===== config.mk =====
export PLATFORM = sky130hd
export DESIGN_NAME = can_rxfifo_filter
export DESIGN_NICKNAME = d
export VERILOG_FILES = /design/src/rtl/can_flt_pkg.sv /design/src/rtl/can_flt_table.sv /design/src/rtl/can_flt_word_match.sv /design/src/rtl/can_flt_scan.sv /design/src/rtl/can_rxfifo_filter.sv
export SDC_FILE = /design/constraint.sdc
export NUM_CORES = 1
export LEC_CHECK = 0
export BUFFER_PORTS_ARGS = -buffer_cell sky130_fd_sc_hd__buf_4
export CAP_MARGIN = 30
export CELL_PAD_IN_SITES_DETAIL_PLACEMENT = 1
export CELL_PAD_IN_SITES_GLOBAL_PLACEMENT = 1
export CORE_ASPECT_RATIO = 0.5
export CORE_MARGIN = 2
export CORE_UTILIZATION = 45
export CTS_CLUSTER_DIAMETER = 100
export DETAILED_ROUTE_END_ITERATION = 10
export GPL_ROUTABILITY_DRIVEN = 0
export HOLD_SLACK_MARGIN = 0.02
export PLACE_DENSITY_LB_ADDON = 0.1
export SLEW_MARGIN = 30
export SYNTH_ARGS = -nofsm -noshare
export SYNTH_HDL_FRONTEND = slang
export SYNTH_SLANG_ARGS = --single-unit
export TNS_END_PERCENT = 50

===== constraint.sdc =====
create_clock -name clk -period 7.64 [get_ports clk]
set_input_delay 1.146 -clock clk [delete_from_list [all_inputs] [get_ports clk]]
set_output_delay 1.146 -clock clk [all_outputs]
set_load 0.02 [all_outputs]

===== src/rtl/can_flt_pkg.sv =====
package can_flt_pkg;

    localparam int NUM_WORDS = 8;
    localparam int WORD_W    = 32;
    localparam int ID_W      = 29;
    localparam int ADDR_W    = $clog2(NUM_WORDS);
    localparam int IDX_W     = ADDR_W + 2;

    typedef enum logic [1:0] {
        FMT_A   = 2'b00,
        FMT_B   = 2'b01,
        FMT_C   = 2'b10,
        FMT_OFF = 2'b11
    } fmt_e;

    typedef struct packed {
        logic [ID_W-1:0] id;
        logic            ide;
        logic            rtr;
    } frame_t;

    typedef struct packed {
        logic       hit;
        logic [1:0] sub;
    } wmatch_t;

    // full-ID element: [31] remote sel, [30] ext sel, [28:0] id
    function automatic logic elem_full(input logic [WORD_W-1:0] w, input frame_t f);
        logic same_kind;
        same_kind = (w[31] == f.rtr) && (w[30] == f.ide);
        if (f.ide) return same_kind && (w[28:0] == f.id);
        return same_kind && (w[28:18] == f.id[28:18]);
    endfunction

    // half element: [15] remote sel, [14] ext sel, [13:0] id field
    function automatic logic elem_half(input logic [15:0] h, input frame_t f);
        logic same_kind;
        same_kind = (h[15] == f.rtr) && (h[14] == f.ide);
        if (f.ide) return same_kind && (h[13:0] == f.id[28:15]);
        return same_kind && (h[13:3] == f.id[28:18]);
    endfunction

    function automatic logic elem_prefix(input logic [7:0] b, input frame_t f);
        return b == f.id[28:21];
    endfunction

endpackage


===== src/rtl/can_flt_table.sv =====
module can_flt_table
    import can_flt_pkg::*;
#(
    parameter int N_WORDS = NUM_WORDS,
    parameter int A_W     = ADDR_W
) (
    input  logic              clk,
    input  logic              rst,
    input  logic              freeze,
    input  logic              tbl_we,
    input  logic [A_W-1:0]    tbl_addr,
    input  logic [WORD_W-1:0] tbl_wdata,
    input  logic              mode_we,
    input  logic [1:0]        mode_wdata,
    input  logic [A_W-1:0]    rd_addr,
    output logic [WORD_W-1:0] rd_word,
    output fmt_e              mode
);

    logic [N_WORDS-1:0][WORD_W-1:0] words_q;
    fmt_e                           mode_q;

    always_ff @(posedge clk) begin
        if (rst) begin
            words_q <= '0;
            mode_q  <= FMT_A;
        end else if (freeze) begin
            if (tbl_we)  words_q[tbl_addr] <= tbl_wdata;
            if (mode_we) mode_q <= fmt_e'(mode_wdata);
        end
    end

    assign rd_word = words_q[rd_addr];
    assign mode    = mode_q;


    mode_frozen_chk: assert property (@(posedge clk) disable iff (rst)
        !freeze |=> $stable(mode_q));

    table_frozen_chk: assert property (@(posedge clk) disable iff (rst)
        !freeze |=> $stable(words_q));

endmodule


===== src/rtl/can_flt_word_match.sv =====
module can_flt_word_match
    import can_flt_pkg::*;
(
    input  logic [WORD_W-1:0] word,
    input  frame_t            frame,
    input  fmt_e              mode,
    output wmatch_t           result
);

    localparam int N_HALF = 2;
    localparam int N_BYTE = 4;

    logic [N_HALF-1:0] half_hit;
    logic [N_BYTE-1:0] byte_hit;

    for (genvar j = 0; j < N_HALF; j++) begin : g_half
        assign half_hit[j] = elem_half(word[WORD_W-1-16*j -: 16], frame);
    end

    for (genvar j = 0; j < N_BYTE; j++) begin : g_byte
        assign byte_hit[j] = elem_prefix(word[WORD_W-1-8*j -: 8], frame);
    end

    always_comb begin
        result = '0;
        unique case (mode)
            FMT_A: result.hit = elem_full(word, frame);
            FMT_B: begin
                for (int j = N_HALF - 1; j >= 0; j--) begin
                    if (half_hit[j]) begin
                        result.hit = 1'b1;
                        result.sub = 2'(j);
                    end
                end
            end
            FMT_C: begin
                for (int j = N_BYTE - 1; j >= 0; j--) begin
                    if (byte_hit[j]) begin
                        result.hit = 1'b1;
                        result.sub = 2'(j);
                    end
                end
            end
            default: result = '0;
        endcase
    end

endmodule


===== src/rtl/can_flt_scan.sv =====
module can_flt_scan
    import can_flt_pkg::*;
#(
    parameter int N_WORDS = NUM_WORDS,
    parameter int A_W     = ADDR_W,
    parameter int I_W     = IDX_W
) (
    input  logic           clk,
    input  logic           rst,
    input  logic           frm_valid,
    input  frame_t         frame_in,
    input  fmt_e           mode,
    input  wmatch_t        wres,
    output logic [A_W-1:0] ptr,
    output frame_t         frame_cur,
    output logic           busy,
    output logic           done,
    output logic           accept,
    output logic [I_W-1:0] hit_idx
);

    localparam logic [A_W-1:0] LAST = A_W'(N_WORDS - 1);

    logic           busy_q, done_q, accept_q;
    logic [A_W-1:0] ptr_q;
    logic [I_W-1:0] idx_q, idx_calc;
    frame_t         frame_q;

    always_comb begin
        unique case (mode)
            FMT_B:   idx_calc = I_W'({ptr_q, wres.sub[0]});
            FMT_C:   idx_calc = I_W'({ptr_q, wres.sub});
            default: idx_calc = I_W'(ptr_q);
        endcase
    end

    always_ff @(posedge clk) begin
        if (rst) begin
            busy_q   <= 1'b0;
            done_q   <= 1'b0;
            accept_q <= 1'b0;
            ptr_q    <= '0;
            idx_q    <= '0;
            frame_q  <= '0;
        end else begin
            done_q <= 1'b0;
            if (!busy_q) begin
                if (frm_valid) begin
                    busy_q  <= 1'b1;
                    ptr_q   <= '0;
                    frame_q <= frame_in;
                end
            end else if (wres.hit || ptr_q == LAST) begin
                busy_q   <= 1'b0;
                done_q   <= 1'b1;
                accept_q <= wres.hit;
                idx_q    <= wres.hit ? idx_calc : '0;
            end else begin
                ptr_q <= ptr_q + A_W'(1);
            end
        end
    end

    assign ptr       = ptr_q;
    assign frame_cur = frame_q;
    assign busy      = busy_q;
    assign done      = done_q;
    assign accept    = accept_q;
    assign hit_idx   = idx_q;


    done_pulse_chk: assert property (@(posedge clk) disable iff (rst)
        done_q |=> !done_q);

    done_after_busy_chk: assert property (@(posedge clk) disable iff (rst)
        done_q |-> $past(busy_q) && !busy_q);

    scan_step_chk: assert property (@(posedge clk) disable iff (rst)
        busy_q && !wres.hit && ptr_q != LAST |=> busy_q && ptr_q == $past(ptr_q) + A_W'(1));

    reject_idx_chk: assert property (@(posedge clk) disable iff (rst)
        done_q && !accept_q |-> idx_q == '0);

endmodule


===== src/rtl/can_rxfifo_filter.sv =====
module can_rxfifo_filter
    import can_flt_pkg::*;
(
    input  logic              clk,
    input  logic              rst,
    input  logic              freeze,
    input  logic              tbl_we,
    input  logic [ADDR_W-1:0] tbl_addr,
    input  logic [WORD_W-1:0] tbl_wdata,
    input  logic              mode_we,
    input  logic [1:0]        mode_wdata,
    input  logic              frm_valid,
    input  logic [ID_W-1:0]   frm_id,
    input  logic              frm_ide,
    input  logic              frm_rtr,
    output logic              busy,
    output logic              done,
    output logic              accept,
    output logic [IDX_W-1:0]  hit_idx
);

    logic [ADDR_W-1:0] ptr;
    logic [WORD_W-1:0] word;
    fmt_e              mode;
    frame_t            frame_in, frame_cur;
    wmatch_t           wres;

    assign frame_in = '{id: frm_id, ide: frm_ide, rtr: frm_rtr};

    can_flt_table u_table (
        .clk        (clk),
        .rst        (rst),
        .freeze     (freeze),
        .tbl_we     (tbl_we),
        .tbl_addr   (tbl_addr),
        .tbl_wdata  (tbl_wdata),
        .mode_we    (mode_we),
        .mode_wdata (mode_wdata),
        .rd_addr    (ptr),
        .rd_word    (word),
        .mode       (mode)
    );

    can_flt_word_match u_match (
        .word   (word),
        .frame  (frame_cur),
        .mode   (mode),
        .result (wres)
    );

    can_flt_scan u_scan (
        .clk       (clk),
        .rst       (rst),
        .frm_valid (frm_valid),
        .frame_in  (frame_in),
        .mode      (mode),
        .wres      (wres),
        .ptr       (ptr),
        .frame_cur (frame_cur),
        .busy      (busy),
        .done      (done),
        .accept    (accept),
        .hit_idx   (hit_idx)
    );

endmodule


==> summary.md, run 1 <==
| Metric | Value |
|---|---|
| Crit end category | register |
| Total clock sinks | 300 |
| Total power | 0.00351 W |
| Commonest cells after routing, fill and taps aside | nand2_1 (612), dfxtp_1 (298), a21oi_1 (294) |
| # IOs | 82 |
| Vias | 12600 |
| Mux contribution to synthesized area | 11.2% |
| Vias in the first global route | 12700 |
| Row count | 45 |
| XOR/XNOR Fraction of Synth Area | 4.71% |
| WHS Endpoint | u_table.words_q[172] |
| Core area | 30600 um^2 |
| Max_cap viols | 0 |
| PostCTS Resize Cnt | 0 |
| Slowest Stage Delay on Critical Path | 0.83 ns |
| Synth top area share | 42.5% |
| Hold Path Cell Cnt | 2 |
| Status | finished clean |
| Syn-to-layout area delta | 10.8% |
| Post-Synthesis Cells | 1743 |
| DRC | 0 |
| CTS tree | done |
| Largest family of logic cells by synthesized area | simple AND/OR/NAND/NOR gates |
| Syn. warnings | 0 |
| CTS Hold Bufs | 0 |
| Number of cells on the worst reg-to-reg path | 11 |
| FF-to-FF Start | u_scan.ptr[1] |
| Die Area | 32900 um^2 |
| Clock Skew | 0.0191 ns |
| Max VDD drop | 135 uV |
| Tightest Pin Transition | 0.998 ns |
| Critical path depth | 11 |
| CP Data Arrival Time | 4.96 ns |
| Min Tclk post-route | 4.48 ns |
| Reg-to-reg endpoint | u_scan.hit_idx[2] |
| Endpoints failing hold | 0 |
| Final Max Slew Viols | 0 |
| Total negative setup slack | 0 ns |
| FMAX | 0.223 GHz |
| DP HPWL | 31.1 mm |
| Mean routed wirelength per cell | 23.4 um |
| Overflow after GRT | 0 |
| Crit path max fanout | 44 |
| Initial DRC count | 1102 |
| Die X | 255 um |
| Leading post-synthesis cells by cell area | dfxtp_1 (42%), nand2_1 (16%), a21oi_1 (10%), mux4_2 (5.9%), clkbuf_1 (2.6%) |
| Adder-Cell Fraction of Synth Area | 0.531% |
| Most common cell after layout, fill and taps aside | nand2_1 |
| Final-stage net count | 1790 |
| Port bufs | 81 |
| Final period utilization | 58.6% |
| CP Data Required Time | 8.12 ns |
| Die H | 129 um |
| Post-route ant nets | 0 |
| LEAKAGE | 5.36 nW |
| Setup crit start | u_scan.ptr[1] |
| CTS buffer count | 29 |
| Syn_area_per_cell | 8.11 um^2 |
| Top FF cell, synth | dfxtp_1 |
| Simple-gate share of the synthesized area | 21.3% |
| Largest net degree at the start of global routing | 213 |
| Share of cells above drive strength 1 | 13.9% |
| Post-synth EDFFs | 0 |
| RSZ-0062 raised after global routing | no |
| CTS Root Cell | clkbuf_16 |
| Clock latency on the worst-skew pair | 0.57 ns |
| Count of cell types in the netlist | 74 |
| Setup CP Type | register to register |
| Bufs on Longest Clock Path | 3 |
| Post-synth ARST share | 0% |
| First-pass GRT wire length | 76.4 mm |
| Endpoints failing setup | 0 |
| Diode count | 0 |
| Post-CTS setup buffer count | 0 |
| H-tree Lvls | 1 |
| Syn Nets | 1823 |
| Drt first pass iters | 5 |
| Critical-path cell list | buf_4, mux4_2, mux2i_1, xnor2_1, nor2_1, nand4_1, a21bo_1, o31ai_2, nand3_2, or3b_2, a31oi_1 |
| Max-slew headroom | 33.4% |
| Worst setup SP type | register |
| Crit-path slowest cell | dfxtp_4 |
| Synth area leader | dfxtp_1 |
| Worst hold slack | 0.453 ns |
| Compound-cell area share of the yosys netlist | 14.1% |
| Worst path bufs/invs | 1 |
| Seq cells post-synth | 300 |
| Clock transition at the registers of the reported paths | 0.06 ns |
| Routed wire length | 50.3 mm |
| PD cells | 224 nW/um^2 |
| Initial Util | 46.2% |
| Class of the worst hold path | register to register |
| Post-Syn Area | 14100 um^2 |
| R2R setup slack | 3.16 ns |
| Hold path start | u_table.words_q[172] |
| Via density | 5.83 |
| Top Family by Delay on Critical Path | simple AND/OR/NAND/NOR gates |
| Initial antenna violation count | 2 |
| GRT Overall Usage | 30.8% |
| Post-synthesis sequential area ratio | 42.5% |
## cell type report
| type | count | area [um^2] |
|---|---|---|
| fillers | 3657 | 15000 |
| flip-flops and latches | 300 | 6010 |
| well taps | 423 | 529 |
| repair buffers | 99 | 795 |
| clock buffers | 41 | 841 |
| inverters | 8 | 30.0 |
| multi-input cells | 1272 | 7360 |
| clock inverters | 10 | 100 |
## flip-flops by register name, indices dropped and copies added (netlist names)
register,cells
u_scan.accept,1
u_scan.busy,1
u_scan.done,1
u_scan.frame_cur,31
u_scan.hit_idx,5
u_scan.ptr,3
u_table.mode,2
u_table.words_q,256
## where the power goes
part	leakage, nW	switching [W]	total [W]	internal (W)
clock network	0.473	0.000640	0.00147	0.000828
registers	2.43	0.0000634	0.00166	0.00160
logic	2.46	0.000230	0.000383	0.000153
## synthesized netlist by cell type, types with 4 or more instances
cell type and instances:
mux4_2 37, a31oi_1 4, xnor2_1 34, mux4_1 5
nor3_1 16, nand3_1 11, nand3b_1 5, buf_6 10
nand2_1 613, inv_1 8, buf_4 7, nand2b_1 10
xor2_1 42, nor2_1 20, buf_1 9, buf_2 4
or2_2 11, clkbuf_2 32, ha_1 6, o22ai_1 11
nor2b_1 5, clkbuf_1 99, nand4_1 12, a21oi_1 294
mux2i_1 31, dfxtp_1 300, o21ai_0 8, a22oi_1 7
nor4_1 5, mux2_2 18
## metrics by stage
| step | util, % | setup slack (ns) | instance area, um^2 | cells |
|---|---|---|---|---|
| CTS | 51.1 | 3.25 | 15600 | 2152 |
| global placement | 47.9 | 3.33 | 14700 | 2100 |
| finish | 51.2 | 3.16 | 15700 | 2153 |
| global route | 51.2 | 2.93 | 15700 | 2153 |
| detailed placement | 48.0 | 3.26 | 14700 | 2101 |
| floorplan | - | 4.53 | 14100 | 1743 |
## worst reg2reg max path: stages (launching register included)
cell and delay [ns]:
dfxtp_4 0.83, buf_4 0.70, mux4_2 0.48, mux2i_1 0.55, xnor2_1 0.19, nor2_1 0.07, nand4_1 0.13, a21bo_1 0.24
o31ai_2 0.26, nand3_2 0.27, or3b_2 0.53, a31oi_1 0.16
## worst max path at each step
| stage | slack [ns] | endpoint |
|---|---|---|
| after floorplan | 4.53 | u_scan.hit_idx[2] |
| final | 3.16 | u_scan.hit_idx[2] |
| after detailed placement | 3.26 | u_scan.hit_idx[2] |
| after global placement | 3.33 | u_scan.hit_idx[2] |
| after global routing | 2.93 | u_scan.ptr[1] |
| after CTS | 3.25 | u_scan.hit_idx[2] |
## routing by layer
metal / wire [um] / track usage [%] / share of wire [%] / vias to the layer above
met1: 22900 / 43.5 / 45 / 6278
li1: - / - / - / 5754
met5: 0 / 0 / 0 / -
met3: 3700 / 5.14 / 7.4 / 92
met4: 1210 / 7.81 / 2.4 / 0
met2: 22500 / 49.4 / 45 / 430
## cell families (layout without fill, tap and decap cells)
family / Yosys count / count (layout)
mux: 97 / 97
simple gates: 732 / 732
flops: 300 / 300
buf+inv: 171 / 158
compound gates: 361 / 361
fa+ha+maj: 6 / 6
xor+xnor: 76 / 76
Note: power is estimated with default switching activity, not from simulation.
==> run 2: changes to the inputs <==
--- a/config.mk
+++ b/config.mk
@@ -5,13 +5,14 @@
 export SDC_FILE = /design/constraint.sdc
 export NUM_CORES = 1
 export LEC_CHECK = 0
+export ABC_AREA = 1
 export BUFFER_PORTS_ARGS = -buffer_cell sky130_fd_sc_hd__buf_4
 export CAP_MARGIN = 30
 export CELL_PAD_IN_SITES_DETAIL_PLACEMENT = 1
 export CELL_PAD_IN_SITES_GLOBAL_PLACEMENT = 1
 export CORE_ASPECT_RATIO = 0.5
 export CORE_MARGIN = 2
-export CORE_UTILIZATION = 45
+export CORE_UTILIZATION = 40
 export CTS_CLUSTER_DIAMETER = 100
 export DETAILED_ROUTE_END_ITERATION = 10
 export GPL_ROUTABILITY_DRIVEN = 0
==> constraint.sdc (replaced) <==
create_clock -name clk -period 3.9 [get_ports clk]
set_input_delay 0.585 -clock clk [delete_from_list [all_inputs] [get_ports clk]]
set_output_delay 0.585 -clock clk [all_outputs]
set_load 0.02 [all_outputs]
==> summary.md, run 2 <==
| Metric | Value |
|---|---|
| Row count | 49 (was 45) |
| Post-CTS setup buffer count | 0 (unchanged) |
| Class of the worst hold path | primary input to register (was register to register) |
| Initial antenna violation count | 0 (was 2) |
| Mean routed wirelength per cell | 20.1 um (was 23.4 um) |
| Syn_area_per_cell | 6.63 um^2 (was 8.11 um^2) |
| GR Util met3 | 4.15% (was 5.14%) |
| Final-stage net count | 2318 (was 1790) |
| Die X | 277 um (was 255 um) |
| Post-synth ARST share | 0% (unchanged) |
| Critical-path cell list | inv_4, buf_12, nand2_1, nand3_1, nand3_1, nand2_1, xor2_1, inv_1, nand2_1, nor2_1, nand3_1, nand2_1, nand2_1, nand3_2, nand2_4, nor2_4, nand3_1, a21oi_1 (was buf_4, mux4_2, mux2i_1, xnor2_1, nor2_1, nand4_1, a21bo_1, o31ai_2, nand3_2, or3b_2, a31oi_1) |
| Drt first pass iters | 5 (unchanged) |
| Met2 Use GR | 43.4% (was 49.4%) |
| Post-Syn Area | 14900 um^2 (was 14100 um^2) |
| Total power | 0.00753 W (was 0.00351 W) |
| First-pass GRT wire length | 85.3 mm (was 76.4 mm) |
| PostCTS Resize Cnt | 0 (unchanged) |
| GRT Overall Usage | 28.2% (was 30.8%) |
| Cell repeated most along the worst path | nand2_1 |
| Largest net degree at the start of global routing | 125 (was 213) |
| Final period utilization | 82.5% (was 58.6%) |
| Largest family of logic cells by synthesized area | simple AND/OR/NAND/NOR gates (unchanged) |
| CP Data Arrival Time | 3.72 ns (was 4.96 ns) |
| Bufs on Longest Clock Path | 3 (unchanged) |
| Routed wire length | 55.0 mm (was 50.3 mm) |
| Synth top area share | 40.4% (was 42.5%) |
| Syn-to-layout area delta | 12.3% (was 10.8%) |
| Slowest Stage Delay on Critical Path | 0.48 ns (was 0.83 ns) |
| Final Max Slew Viols | 0 (unchanged) |
| Leading post-synthesis cells by cell area | dfxtp_1 (40%), nand2_1 (13%), o21ai_0 (9.9%), a21oi_1 (9.4%), nand3_1 (8.1%) (was dfxtp_1 (42%), nand2_1 (16%), a21oi_1 (10%), mux4_2 (5.9%), clkbuf_1 (2.6%)) |
| Mux contribution to synthesized area | 0% (was 11.2%) |
| Post-route ant nets | 0 (unchanged) |
| Synth area leader | dfxtp_1 (unchanged) |
| Crit-path slowest cell | inv_4 (was dfxtp_4) |
| Total negative setup slack | 0 ns (unchanged) |
| H-tree Lvls | 1 (unchanged) |
| Post-Synthesis Cells | 2241 (was 1743) |
| Clock latency on the worst-skew pair | 0.57 ns (about the same) |
| Total clock sinks | 300 (unchanged) |
| Vias in the first global route | 14400 (was 12700) |
| Post-synth EDFFs | 0 (unchanged) |
| Initial DRC count | 1212 (was 1102) |
| Via density | 5.40 (was 5.83) |
| Crit end category | register (unchanged) |
| Final core utilization | 46.0% (was 51.2%) |
| Adder-Cell Fraction of Synth Area | 0.505% (was 0.531%) |
| Worst setup SP type | register (unchanged) |
| Count of cell types in the netlist | 29 (was 74) |
| CTS Root Cell | clkbuf_16 (unchanged) |
| Post-Place Cells | 2691 (was 2101) |
| Top-count cell post-synth | nand2_1 (unchanged) |
| Top FF cell, synth | dfxtp_1 (unchanged) |
| Compound-cell area share of the yosys netlist | 20.3% (was 14.1%) |
| Max_cap viols | 0 (unchanged) |
| Die H | 140 um (was 129 um) |
| Simple-gate share of the synthesized area | 25.8% (was 21.3%) |
| Endpoints failing hold | 0 (unchanged) |
| Core area | 36200 um^2 (was 30600 um^2) |
| Crit path max fanout | 41 (was 44) |
| Clock Skew | 0.0134 ns (was 0.0191 ns) |
| DRC | 0 (unchanged) |
| Die Area | 38800 um^2 (was 32900 um^2) |
| Tightest Pin Transition | 0.888 ns (was 0.998 ns) |
| Commonest cells after routing, fill and taps aside | nand2_1 (495), dfxtp_1 (297), o21ai_0 (295) (was nand2_1 (612), dfxtp_1 (298), a21oi_1 (294)) |
| Syn. warnings | 0 (unchanged) |
| Most common cell after layout, fill and taps aside | nand2_1 (unchanged) |
| Post-synthesis sequential area ratio | 40.4% (was 42.5%) |
| Max VDD drop | 248 uV (was 135 uV) |
| Seq cells post-synth | 300 (unchanged) |
| Layout fillers | 4736 (was 3657) |
| Vias | 14800 (was 12600) |
| LEAKAGE | 7.04 nW (was 5.36 nW) |
| CTS buffer count | 29 (unchanged) |
| CTS tree | done (unchanged) |
| CTS Hold Bufs | 0 (unchanged) |
| GR Util met1 | 42.2% (was 43.5%) |
| R2R setup slack | 0.68 ns (was 3.16 ns) |
| Max-slew headroom | 40.6% (was 33.4%) |
| Largest reg by FF count | u_table.words_q (unchanged) |
| Diode count | 0 (unchanged) |
| # IOs | 82 (unchanged) |
| Port bufs | 81 (unchanged) |
| PD cells | 452 nW/um^2 (was 224 nW/um^2) |
| Min Tclk post-route | 3.22 ns (was 4.48 ns) |
| Clock transition at the registers of the reported paths | 0.07 ns (was 0.06 ns) |
| Initial Util | 41.0% (was 46.2%) |
| CP Data Required Time | 4.40 ns (was 8.12 ns) |
| DP HPWL | 36.3 mm (was 31.1 mm) |
| Setup CP Type | register to register (unchanged) |
| Overflow after GRT | 0 (unchanged) |
| Status | finished clean (unchanged) |
| Syn Nets | 2321 (was 1823) |
| Commonest cells in the synthesized netlist | nand2_1 (496), dfxtp_1 (300), o21ai_0 (295) (was nand2_1 (613), dfxtp_1 (300), a21oi_1 (294)) |
| RSZ-0062 raised after global routing | no (unchanged) |
| FMAX | 0.311 GHz (was 0.223 GHz) |
| Endpoints failing setup | 0 (unchanged) |
| GRT busiest layer | met2 (unchanged) |
| Non-Filler Instances | 2743 (was 2153) |
| XOR/XNOR Fraction of Synth Area | 0.471% (was 4.71%) |
| Max reg flops | 256 (unchanged) |
| Share of cells above drive strength 1 | 8.99% (was 13.9%) |
run 2: critical path, delay by kind of cell, from the launching register on:
family	cells	cell delay, ns
AO/OA/AOI/OAI	1	0.16
AND/OR/NAND/NOR	13	1.54
XOR/XNOR	1	0.10
buffers and inverters	3	0.85
flip-flops	1	0.44
run 2: area by class of cell:
class                   count  area (um^2)  share of cell area (%)
inverters                 299         1130                    6.77
repair buffers            110          963                    5.77
flip-flops and latches    300         6010                    36.0
clock buffers              40          838                    5.02
clock inverters            12          143                   0.855
well taps                 484          606                    3.63
multi-input cells        1498         6990                    41.9
run 2: worst paths after layout:
| check | endpoint | depth (start not counted) | from |
|---|---|---|---|
| max | u_scan.hit_idx[4] | 18 | u_scan.ptr[0] |
| max reg2reg | u_scan.hit_idx[4] | 18 | u_scan.ptr[0] |
| min | u_scan.frame_cur[9] | 3 | frm_id[7] |
| min reg2reg | u_table.words_q[229] | 2 | u_table.words_q[229] |
run 2: kinds of logic after synthesis:
kind of cell	Yosys count
AOI/OAI and AO/OA	594
xor gates and xnor gates	8
adders and majority gates	6
buffers and inverters	443
DFF	300
and+or+nand+nor	890
run 2: metal layers:
metal / wire [um] / up-vias
met1: 27900 / 7191
met2: 23200 / 336
met3: 3050 / 69
met5: 0 / -
li1: - / 7221
met4: 849 / 0
run 2: power by group:
part	internal (W)	total (W)	switching (W)
registers	0.00315	0.00324	0.0000846
clock network	0.00170	0.00300	0.00131
logic	0.000404	0.00129	0.000887
total	0.00526	0.00753	0.00228
run 2: metrics by stage:
| step | hold slack [ns] | instance area (um^2) | setup slack (ns) |
|---|---|---|---|
| 2_1_floorplan | 0.423 | 14900 | 1.76 |
| 3_3_place_gp | 0.436 | 15700 | 0.779 |
| 3_5_place_dp | 0.445 | 15700 | 0.762 |
| 4_1_cts | 0.294 | 16700 | 0.737 |
| 5_1_grt | 0.314 | 16700 | 0.441 |
| 6_report | 0.302 | 16700 | 0.684 |
==> run 3: changes to the inputs <==
--- a/config.mk
+++ b/config.mk
@@ -5,14 +5,14 @@
 export SDC_FILE = /design/constraint.sdc
 export NUM_CORES = 1
 export LEC_CHECK = 0
-export ABC_AREA = 1
+export ABC_AREA = 0
 export BUFFER_PORTS_ARGS = -buffer_cell sky130_fd_sc_hd__buf_4
 export CAP_MARGIN = 30
 export CELL_PAD_IN_SITES_DETAIL_PLACEMENT = 1
 export CELL_PAD_IN_SITES_GLOBAL_PLACEMENT = 1
 export CORE_ASPECT_RATIO = 0.5
 export CORE_MARGIN = 2
-export CORE_UTILIZATION = 40
+export CORE_UTILIZATION = 45
 export CTS_CLUSTER_DIAMETER = 100
 export DETAILED_ROUTE_END_ITERATION = 10
 export GPL_ROUTABILITY_DRIVEN = 0
==> constraint.sdc (replaced) <==
create_clock -name clk -period 3.1 [get_ports clk]
set_input_delay 0.465 -clock clk [delete_from_list [all_inputs] [get_ports clk]]
set_output_delay 0.465 -clock clk [all_outputs]
set_load 0.02 [all_outputs]
==> summary.md, run 3 (same netlist as run 1, synthesis figures left out) <==
| Metric | Value |
|---|---|
| Tightest Pin Transition | 0.948 ns (was 0.888 ns) |
| Share of cells above drive strength 1 | 21.5% (was 8.99%) |
| Overflow after GRT | 0 (unchanged) |
| Max reg flops | 256 (unchanged) |
| DP HPWL | 34.2 mm (was 36.3 mm) |
| DRC | 0 (unchanged) |
| Die Area | 32900 um^2 (was 38800 um^2) |
| Total clock sinks | 300 (unchanged) |
| Dpl ws | -0.341 ns (was 0.762 ns) |
| Max VDD drop | 428 uV (was 248 uV) |
| FMAX | 0.299 GHz (was 0.311 GHz) |
| Class of the worst hold path | primary input to register (unchanged) |
| LEAKAGE | 6.00 nW (was 7.04 nW) |
| Final period utilization | 108% (was 82.5%) |
| H-tree Lvls | 1 (unchanged) |
| Clock latency on the worst-skew pair | 0.57 ns (about the same) |
| CTS tree | done (unchanged) |
| Post-route ant nets | 0 (unchanged) |
| Crit-path slowest cell | mux4_2 (was inv_4) |
| Final worst slack | -0.239 ns (was 0.684 ns) |
| GRT Overall Usage | 32.1% (was 28.2%) |
| RSZ-0062 raised after global routing | yes (was no) |
| Largest net degree at the start of global routing | 131 (was 125) |
| Status | finished with violations (was finished clean) |
| Failing checks | negative setup slack |
| Initial Util | 46.2% (was 41.0%) |
| Syn-to-layout area delta | 20.2% (was 12.3%) |
| Worst setup SP type | register (unchanged) |
| First-pass GRT wire length | 80.5 mm (was 85.3 mm) |
| Initial DRC count | 1152 (was 1212) |
| Setup CP Type | register to register (unchanged) |
| Max-slew headroom | 36.8% (was 40.6%) |
| Critical-path cell list | buf_12, buf_12, mux4_2, mux2i_4, buf_4, buf_4, xor2_1, nand4_1, o41ai_2, a32oi_2, nand3_4, a211o_4, mux2i_2 (was inv_4, buf_12, nand2_1, nand3_1, nand3_1, nand2_1, xor2_1, inv_1, nand2_1, nor2_1, nand3_1, nand2_1, nand2_1, nand3_2, nand2_4, nor2_4, nand3_1, a21oi_1) |
| CP Data Required Time | 3.57 ns (was 4.40 ns) |
| Core area | 30600 um^2 (was 36200 um^2) |
| Vias | 13200 (was 14800) |
| Crit path max fanout | 10 (was 41) |
| Commonest cells after routing, fill and taps aside | nand2_1 (612), dfxtp_1 (298), a21oi_1 (294) (was nand2_1 (495), dfxtp_1 (297), o21ai_0 (295)) |
| CP Data Arrival Time | 3.81 ns (was 3.72 ns) |
| Via density | 5.84 (was 5.40) |
| Max_cap viols | 0 (unchanged) |
| Bufs on Longest Clock Path | 3 (unchanged) |
| Die H | 129 um (was 140 um) |
| Row count | 45 (was 49) |
| PD cells | 548 nW/um^2 (was 452 nW/um^2) |
| Final-stage net count | 1905 (was 2318) |
| Slowest Stage Delay on Critical Path | 0.54 ns (was 0.48 ns) |
| Diode count | 0 (unchanged) |
| Endpoints failing hold | 0 (unchanged) |
| Mean routed wirelength per cell | 23.3 um (was 20.1 um) |
| Clock Skew | 0.0217 ns (was 0.0134 ns) |
| Largest reg by FF count | u_table.words_q (unchanged) |
| Endpoints failing setup | 11 (was 0) |
| Port bufs | 81 (unchanged) |
| Drt first pass iters | 7 (was 5) |
| Worst hold slack | 0.155 ns (was 0.302 ns) |
| Die X | 255 um (was 277 um) |
| Final Max Slew Viols | 0 (unchanged) |
| # IOs | 82 (unchanged) |
| Routed wire length | 52.9 mm (was 55.0 mm) |
| Initial antenna violation count | 0 (unchanged) |
| Min Tclk post-route | 3.34 ns (was 3.22 ns) |
| Vias in the first global route | 13800 (was 14400) |
| CTS buffer count | 28 (was 29) |
| Crit end category | register (unchanged) |
| Total negative setup slack | -2.07 ns (was 0 ns) |
| Clock transition at the registers of the reported paths | 0.07 ns (about the same) |
| CTS Hold Bufs | 0 (unchanged) |
| Most common cell after layout, fill and taps aside | nand2_1 (unchanged) |
| CTS Root Cell | clkbuf_16 (unchanged) |
-- run 3: timing repair --
action                     in CTS  in global routing
setup buffers                  13                  0
pin swaps                       8                  1
gates resized for setup        54                  8
setup endpoints to repair      11                 11
cloned                          2                  0
-- run 3: worst paths after layout --
kind / startpoint / cells after the start / endpoint / slack [ns]
worst min-delay path: frm_id[11] / 3 / u_scan.frame_cur[13] / 0.15
worst max-delay path: u_scan.ptr[0] / 13 / u_scan.ptr[1] / -0.24
worst min register to register: u_table.words_q[234] / 2 / u_table.words_q[234] / 0.46
worst max register to register: u_scan.ptr[0] / 13 / u_scan.ptr[1] / -0.24
-- run 3: stage by stage --
step | utilization (%) | instances | total power [W] | cell area [um^2]
after global routing | 55.5 | 2270 | 0.00962 | 17000
final | 55.5 | 2270 | 0.00933 | 17000
after floorplan | - | 1743 | 0.00480 | 14100
after CTS | 55.4 | 2270 | 0.00931 | 17000
after global placement | 50.7 | 2204 | 0.00523 | 15500
after detailed placement | 50.7 | 2204 | 0.00527 | 15500
-- run 3: power by group --
| part | internal, W | switching [W] |
|---|---|---|
| clock | 0.00234 | 0.00161 |
| combinational | 0.000593 | 0.000745 |
| sequential | 0.00393 | 0.000102 |
-- run 3: area by class of cell --
cell class,count,area (um^2)
Fill cell,3642,13600
Clock buffer,34,763
Inverter,8,30.0
Sequential cell,300,6010
Timing Repair Buffer,215,1810
Clock inverter,18,285
Multi-Input combinational cell,1272,7570
Tap cell,423,529
-- run 3: metal layers --
| metal | track usage (%) | routed length (um) | vias to the layer above |
|---|---|---|---|
| met5 | 0 | 0 | - |
| met4 | 8.39 | 1040 | 0 |
| met3 | 6.69 | 4710 | 98 |
| met2 | 52.7 | 24200 | 508 |
| met1 | 43.3 | 22900 | 6661 |
| li1 | - | - | 5980 |
-- run 3: worst max-delay path: cells and delay by family, from the launching register on --
| kind | cells | cell delay [ns] |
|---|---|---|
| buffers and inverters | 4 | 0.58 |
| AOI/OAI and AO/OA | 3 | 0.76 |
| xor gates and xnor gates | 1 | 0.14 |
| DFF | 1 | 0.37 |
| and+or+nand+nor | 2 | 0.27 |
| muxes | 3 | 1.11 |
